**src/rtl/cap_load_pkg.sv**
```systemverilog
package cap_load_pkg;
    localparam int WORD_W = 32;
    localparam int LOAD_PERM_BIT = 0;
    localparam int LIMIT_LSB = 16;

    typedef struct packed {
        logic [WORD_W-1:0] w2;
        logic [WORD_W-1:0] w1;
        logic [WORD_W-1:0] w0;
    } capreg_t;

    typedef enum logic [2:0] {
        FLT_NONE    = 3'd0,
        FLT_PERM    = 3'd1,
        FLT_BOUNDS  = 3'd2,
        FLT_NSLIM   = 3'd3,
        FLT_VERSION = 3'd4,
        FLT_SEAL    = 3'd5
    } fault_e;

    typedef enum logic [3:0] {
        S_IDLE, S_READ_SRC, S_CHECK_ACCESS, S_FETCH_TOK, S_TOK_WAIT,
        S_CHECK_NS, S_START_GATE, S_WAIT_GATE, S_CLEAR_GBIT, S_MIRROR,
        S_COMPLETE, S_FAULT
    } state_e;
endpackage

```
**src/rtl/cap_regfile.sv**
```systemverilog
module cap_regfile
    import cap_load_pkg::*;
#(
    parameter int NREG = 16,
    parameter int NS_SEL = 15,
    localparam int RSEL_W = $clog2(NREG)
) (
    input  logic              clk,
    input  logic              rst_n,
    input  logic              wr_en,
    input  logic [RSEL_W-1:0] wr_sel,
    input  capreg_t           wr_data,
    input  logic [RSEL_W-1:0] a_sel,
    output capreg_t           a_data,
    input  logic [RSEL_W-1:0] b_sel,
    output capreg_t           b_data,
    output capreg_t           ns_data
);
    capreg_t regs [NREG];

    always_ff @(posedge clk or negedge rst_n) begin
        if (!rst_n) begin
            for (int i = 0; i < NREG; i++) regs[i] <= '0;
        end else if (wr_en) begin
            regs[wr_sel] <= wr_data;
        end
    end

    assign a_data  = regs[a_sel];
    assign b_data  = regs[b_sel];
    assign ns_data = regs[NS_SEL];
endmodule

```
**src/rtl/cap_access_check.sv**
```systemverilog
module cap_access_check
    import cap_load_pkg::*;
#(
    parameter int IDX_W = 12
) (
    input  logic [WORD_W-1:0] w0,
    input  logic [IDX_W-1:0]  index,
    input  logic              elevated,
    output logic              perm_ok,
    output logic              bounds_ok
);
    logic [IDX_W-1:0] limit;
    logic unused_w0_bits;

    assign limit          = w0[LIMIT_LSB +: IDX_W];
    assign perm_ok        = w0[LOAD_PERM_BIT] | elevated;
    assign bounds_ok      = index < limit;
    assign unused_w0_bits = ^{w0[WORD_W-1:LIMIT_LSB+IDX_W], w0[LIMIT_LSB-1:LOAD_PERM_BIT+1]};
endmodule

```
**src/rtl/cap_loader.sv**
```systemverilog
module cap_loader
    import cap_load_pkg::*;
#(
    parameter int NREG = 16,
    parameter int NS_SEL = 15,
    parameter int ADDR_W = 16,
    parameter int IDX_W = 12,
    parameter int SLOT_W = 12,
    parameter int MIRROR_BASE = 1500,
    parameter int MIRROR_MAX = 7,
    parameter int GBIT_POS = 16,
    parameter bit SEAL_EN = 1'b1,
    localparam int RSEL_W = $clog2(NREG)
) (
    input  logic              clk,
    input  logic              rst_n,
    input  logic              sub_start,
    input  logic [RSEL_W-1:0] src_sel,
    input  logic [RSEL_W-1:0] dst_sel,
    input  logic [IDX_W-1:0]  index,
    input  logic              direct_valid,
    input  logic [31:0]       direct_token,
    input  logic              elevated,
    output logic              sub_done,
    output logic              sub_fault,
    output logic [2:0]        fault_code,
    output logic              mem_rd_en,
    output logic              mem_wr_en,
    output logic [ADDR_W-1:0] mem_addr,
    output logic [31:0]       mem_wdata,
    input  logic [31:0]       mem_rdata,
    output logic              gate_start,
    output logic [31:0]       gate_token,
    output logic [31:0]       gate_ns_base,
    input  logic              gate_busy,
    input  logic              gate_done,
    input  logic              gate_fault,
    input  logic              gate_fault_kind,
    input  logic [31:0]       gate_raw_base,
    input  logic [31:0]       gate_raw_w2,
    input  logic [31:0]       gate_raw_w3,
    input  logic              rf_wr_en,
    input  logic [RSEL_W-1:0] rf_wr_sel,
    input  logic [95:0]       rf_wr_data,
    input  logic [RSEL_W-1:0] rf_rd_sel,
    output logic [95:0]       rf_rd_data
);
    state_e            state_q, state_d;
    capreg_t           src_q, src_rd, rd_b, ns_reg, rf_wdata;
    logic [RSEL_W-1:0] srcsel_q, dst_q, rf_wsel;
    logic [IDX_W-1:0]  idx_q;
    logic              elev_q, rf_we, perm_ok, bounds_ok, mirror_hit, slot_ok;
    logic [31:0]       token_q, raw_base_q, raw_w2_q, raw_w3_q;
    logic [SLOT_W-1:0] slot;
    fault_e            fault_q;

    assign slot       = token_q[SLOT_W-1:0];
    assign slot_ok    = 32'(slot) < ns_reg.w2;
    assign mirror_hit = 32'(dst_q) <= 32'(MIRROR_MAX);

    // register file: the FSM write in COMPLETE takes priority
    assign rf_we    = (state_q == S_COMPLETE) | rf_wr_en;
    assign rf_wsel  = (state_q == S_COMPLETE) ? dst_q : rf_wr_sel;
    assign rf_wdata = (state_q == S_COMPLETE) ? capreg_t'({raw_w2_q, raw_base_q, token_q})
                                              : capreg_t'(rf_wr_data);

    cap_regfile #(.NREG(NREG), .NS_SEL(NS_SEL)) i_regs (
        .clk(clk), .rst_n(rst_n), .wr_en(rf_we), .wr_sel(rf_wsel), .wr_data(rf_wdata),
        .a_sel(srcsel_q), .a_data(src_rd), .b_sel(rf_rd_sel), .b_data(rd_b),
        .ns_data(ns_reg)
    );
    assign rf_rd_data = rd_b;

    cap_access_check #(.IDX_W(IDX_W)) i_check (
        .w0(src_q.w0), .index(idx_q), .elevated(elev_q),
        .perm_ok(perm_ok), .bounds_ok(bounds_ok)
    );

    // state register
    always_ff @(posedge clk or negedge rst_n) begin
        if (!rst_n) state_q <= S_IDLE;
        else        state_q <= state_d;
    end

    // next state
    always_comb begin
        state_d = state_q;
        unique case (state_q)
            S_IDLE:         if (sub_start) state_d = direct_valid ? S_CHECK_NS : S_READ_SRC;
            S_READ_SRC:     state_d = S_CHECK_ACCESS;
            S_CHECK_ACCESS: state_d = (perm_ok && bounds_ok) ? S_FETCH_TOK : S_FAULT;
            S_FETCH_TOK:    if (!gate_busy) state_d = S_TOK_WAIT;
            S_TOK_WAIT:     state_d = S_CHECK_NS;
            S_CHECK_NS:     state_d = slot_ok ? S_START_GATE : S_FAULT;
            S_START_GATE:   state_d = S_WAIT_GATE;
            S_WAIT_GATE: begin
                if (gate_fault)     state_d = S_FAULT;
                else if (gate_done) state_d = SEAL_EN ? S_CLEAR_GBIT
                                            : (mirror_hit ? S_MIRROR : S_COMPLETE);
            end
            S_CLEAR_GBIT:   if (!gate_busy) state_d = mirror_hit ? S_MIRROR : S_COMPLETE;
            S_MIRROR:       if (!gate_busy) state_d = S_COMPLETE;
            S_COMPLETE:     state_d = S_IDLE;
            S_FAULT:        state_d = S_IDLE;
            default:        state_d = S_IDLE;
        endcase
    end

    // datapath latches
    always_ff @(posedge clk or negedge rst_n) begin
        if (!rst_n) begin
            src_q <= '0; srcsel_q <= '0; dst_q <= '0; idx_q <= '0; elev_q <= 1'b0;
            token_q <= '0; raw_base_q <= '0; raw_w2_q <= '0; raw_w3_q <= '0;
            fault_q <= FLT_NONE;
        end else begin
            unique case (state_q)
                S_IDLE: if (sub_start) begin
                    srcsel_q <= src_sel; dst_q <= dst_sel; idx_q <= index;
                    elev_q <= elevated; fault_q <= FLT_NONE;
                    if (direct_valid) token_q <= direct_token;
                end
                S_READ_SRC:     src_q <= src_rd;
                S_CHECK_ACCESS: if (!perm_ok) fault_q <= FLT_PERM;
                                else if (!bounds_ok) fault_q <= FLT_BOUNDS;
                S_TOK_WAIT:     token_q <= mem_rdata;
                S_CHECK_NS:     if (!slot_ok) fault_q <= FLT_NSLIM;
                S_WAIT_GATE: begin
                    if (gate_fault) fault_q <= gate_fault_kind ? FLT_SEAL : FLT_VERSION;
                    else if (gate_done) begin
                        raw_base_q <= gate_raw_base; raw_w2_q <= gate_raw_w2; raw_w3_q <= gate_raw_w3;
                    end
                end
                default: ;
            endcase
        end
    end

    // outputs
    always_comb begin
        mem_rd_en  = 1'b0;
        mem_wr_en  = 1'b0;
        mem_addr   = '0;
        mem_wdata  = '0;
        gate_start = 1'b0;
        sub_done   = 1'b0;
        sub_fault  = 1'b0;
        unique case (state_q)
            S_FETCH_TOK: begin
                mem_rd_en = !gate_busy;
                mem_addr  = ADDR_W'(src_q.w1 + 32'(idx_q));
            end
            S_CLEAR_GBIT: begin
                mem_wr_en = !gate_busy;
                mem_addr  = ADDR_W'(ns_reg.w1 + 32'(slot) * 32'd3 + 32'd2);
                mem_wdata = raw_w3_q & ~(32'd1 << GBIT_POS);
            end
            S_MIRROR: begin
                mem_wr_en = !gate_busy;
                mem_addr  = ADDR_W'(MIRROR_BASE + 32'(dst_q));
                mem_wdata = token_q;
            end
            S_START_GATE: gate_start = 1'b1;
            S_COMPLETE:   sub_done   = 1'b1;
            S_FAULT:      sub_fault  = 1'b1;
            default: ;
        endcase
    end

    assign gate_token   = token_q;
    assign gate_ns_base = ns_reg.w1;
    assign fault_code   = fault_q;

    assert_perm_gate_R3: assert property (@(posedge clk) disable iff (!rst_n)
        (state_q == S_FETCH_TOK) |-> (src_q.w0[LOAD_PERM_BIT] || elev_q));
    assert_index_bound_R4: assert property (@(posedge clk) disable iff (!rst_n)
        (state_q == S_FETCH_TOK) |-> (idx_q < src_q.w0[LIMIT_LSB +: IDX_W]));
    assert_slot_limit_R6: assert property (@(posedge clk) disable iff (!rst_n)
        gate_start |-> (32'(gate_token[SLOT_W-1:0]) < ns_reg.w2));
    assert_start_pulse_R7: assert property (@(posedge clk) disable iff (!rst_n)
        gate_start |=> !gate_start);
    assert_bus_quiet_R7: assert property (@(posedge clk) disable iff (!rst_n)
        gate_busy |-> (!mem_rd_en && !mem_wr_en));
    assert_fault_coded_R8: assert property (@(posedge clk) disable iff (!rst_n)
        sub_fault |-> (fault_code != 3'd0));
    assert_mirror_low_R10: assert property (@(posedge clk) disable iff (!rst_n)
        (mem_wr_en && mem_addr >= ADDR_W'(MIRROR_BASE)) |-> (32'(dst_q) <= 32'(MIRROR_MAX)));
    assert_done_pulse_R11: assert property (@(posedge clk) disable iff (!rst_n)
        sub_done |=> !sub_done);
endmodule

```
**config.mk**
```make
export PLATFORM = sky130hd
export DESIGN_NAME = cap_loader
export DESIGN_NICKNAME = d
export VERILOG_FILES = /design/src/rtl/cap_load_pkg.sv /design/src/rtl/cap_regfile.sv /design/src/rtl/cap_access_check.sv /design/src/rtl/cap_loader.sv
export SDC_FILE = /design/constraint.sdc
export NUM_CORES = 2
export LEC_CHECK = 0
export ABC_CLOCK_PERIOD_IN_PS = 6800
export CAP_MARGIN = 30
export CORE_MARGIN = 2
export CORE_UTILIZATION = 55
export DETAILED_ROUTE_END_ITERATION = 16
export PLACE_DENSITY_LB_ADDON = 0.12
export RECOVER_POWER = 25
export SLEW_MARGIN = 20
export SYNTH_ARGS = -nofsm -noshare
export SYNTH_HDL_FRONTEND = slang
export SYNTH_SLANG_ARGS = --single-unit
```
**constraint.sdc**
```tcl
create_clock -name clk -period 6.8 [get_ports clk]
set_input_delay 1.36 -clock clk [delete_from_list [all_inputs] [get_ports clk]]
set_output_delay 1.36 -clock clk [all_outputs]
set_load 0.02 [all_outputs]
```
==> metrics.txt <==
outcome complete, but fails checks; failing checks capacitance limit, slew limit; Required @ worst endpoint 5440 ps; setup TNS 0 ps; Die ar. 149000 sq um; Clock Tree Root clkbuf_16; #FFs+latches synth 1720; Vias per Instance 6.12; crit end category primary output; core area 145000 sq um; commonest non-fill, non-tap cell in the layout dfrtp_1; Seq/Total Area, Yosys 53.5%; crit start category flip-flop; Max Root-Sink Buffers 3; post-route antenna net violation count 0; Avg Cell Area, Syn 11.6 sq um; Final #Nets 7526; Slew Limit Fails 1083; htree depth 4; Max-Cap Viols 12; grt total ovfl 0; IO Pins 510; Synth area leaders dfrtp_1, mux4_2, o21ai_0, a21oi_1, nand2_1; async set-reset flop share out of synthesis 100%; port bufs 508; Post-DP HPWL 141000 um; Cell Area, Synth 80400 sq um; arrival time worst endpoint 5210 ps; pwr dens 489 nW/um^2; total leakage power 39.6 nW; Final setup viols 0; vias in the first global route 56600; top cell type's share of synthesized area 53.5%; worst-skew pair later-pin latency 820 ps; Synth Flop Type dfrtp_1; Post-CTS Setup Bufs 0; Clock Skews 23.1 ps; DRC violations left 0; DR WL/cell 25.3 um; Std-Cell Rows 140; Worst IR Drop VDD 0.310 mV; Syn Inst Count 6916; Routed Wire Length 234000 um; YS warnings 0; post-route cell area 93500 sq um; cts repair resizes 0; placed cell areas 87200 sq um; DR iter-0 viols 5443; CTS sink cnt 1720; pin count of the biggest net entering global routing 186; worst-path fanout max 7; Syn Nets 7276; total clock buffers created by CTS 179; Starting Density 55.3%; Area growth syn-to-layout 16.2%; hold_ws 473 ps; Total GRT Usage 32.0%; clk slew on worst S/H paths 60 ps; count of different cell masters after synthesis 62; drt first pass iters 6; Worst Hold Class reg2reg; Die Span X 386 um; Setup CP Type reg2out; Post-synth EDFFs 0; share of cells above drive strength 1 18.2%; initial antenna violation count 17; vias 56500; Rel. slew slack -135%; Yosys top cell by area dfrtp_1; TritonCTS clock tree done; Die Y 386 um; Tmin final 6570 ps; final count of hold timing violations 0; global-route wire length before repair 356000 um; period utilization 96.6%; actual slew at the worst max-slew pin 3520 ps; CTS Hold Bufs 0; unrepaired setup endpoints after global routing no; commonest non-fill, non-tap cells in the layout dfrtp_1, o21ai_0, nand2_1; RD Place Congestion 0.892; fmax 152 MHz
power by group:
| group | internal (mW) | total, mW | switching [mW] |
|---|---|---|---|
| combinational | 8.49 | 16.6 | 8.13 |
| sequential | 15.2 | 18.7 | 3.43 |
| clock | 6.19 | 10.4 | 4.20 |
path summary, 6_finish.rpt:
path	startpoint	endpoint	slack [ps]	depth (start not counted)
setup / recovery	gate_token[3]	mem_addr[8]	230	9
hold / removal	i_regs.regs[553]	i_regs.regs[553]	470	2
setup reg to reg	state_q[0]	i_regs.regs[1489]	1930	9
hold reg to reg	i_regs.regs[553]	i_regs.regs[553]	470	2
max in group asynchronous	rst_n	gate_token[20]	1060	3
min in group asynchronous	rst_n	i_regs.regs[244]	1710	1
registers in the layout, summed over array words and instances, names as in the netlist:
signal and count:
state_q 4, dst_q 4, i_regs.regs 1440, src_q 29, fault_code 3, i_regs.ns_data 96
raw_base_q 32, srcsel_q 4, idx_q 12, raw_w3_q 31, raw_w2_q 32, gate_token 32
elev_q 1
layer usage:
metal  global-route usage [%]  part of all wire (%)
met3                     7.05                   8.5
met4                     9.76                   3.0
met5                        0                 0.062
met1                     45.8                    41
met2                     49.4                    47
worst max-delay path, cell delays in order, from the launching register on:
cell and delay, ps:
dfrtp_1 1000, fa_1 560, ha_1 360, o21a_1 210, o31a_1 160, o41ai_1 670
nor2b_1 120, or3_1 380, nand3b_1 260, clkdlybuf4s50_1 680
per-stage QoR:
| step | worst slack (ps) | total power [mW] | instances | util (%) |
|---|---|---|---|---|
| final | 232 | 45.7 | 9233 | 64.3 |
| after global routing | 198 | 48.5 | 9229 | 64.3 |
| after CTS | 306 | 45.8 | 9222 | 64.3 |
| after detailed placement | 1190 | 35.3 | 8896 | 60.0 |
| after global placement | 1190 | 34.4 | 8867 | 59.8 |
| after floorplan | 2000 | 29.4 | 6916 | - |
area by class of cell:
type	instances	area (sq um)
Antenna cell	5	12.5
Clock buffer	249	5180
Clock inverter	77	1060
Fill cell	11200	51900
Inverter	40	155
Multi-Input combinational cell	4497	34400
Sequential cell	1720	43100
Tap cell	1917	2400
Timing Repair Buffer	728	7260
kinds of logic after synthesis:
family | Yosys count | synth area share (%)
AOI/OAI and AO/OA | 1732 | 11.1
xor gates and xnor gates | 18 | 0.196
adders and majority gates | 66 | 1.14
buffers and inverters | 699 | 4.14
DFF | 1720 | 53.5
muxes | 920 | 21.4
and+or+nand+nor | 1761 | 8.50
Yosys cell counts, types with 3 or more instances:
master and number:
mux2_2 136, inv_1 39, nand4_1 8, clkbuf_1 335, mux2i_1 159, nand2b_1 5
mux4_2 625, xnor2_1 12, buf_1 46, a211oi_1 5, nor2_1 771, buf_6 30
nor4_1 9, ha_1 54, o21a_1 9, xor2_1 6, o31ai_1 4, a21oi_1 735
nor2b_1 4, dfrtp_1 1720, o22ai_1 20, buf_2 181, or3_1 6, o211ai_1 5
nand2_1 902, a21o_1 13, o21ai_0 903, buf_4 67, nand3_1 16, a2bb2oi_2 3
nor3_1 13, and3_1 4, a2bb2oi_1 4, a211o_1 3, fa_1 12, nor3b_1 12
a31oi_1 5
(Power assumes the default switching activity.)
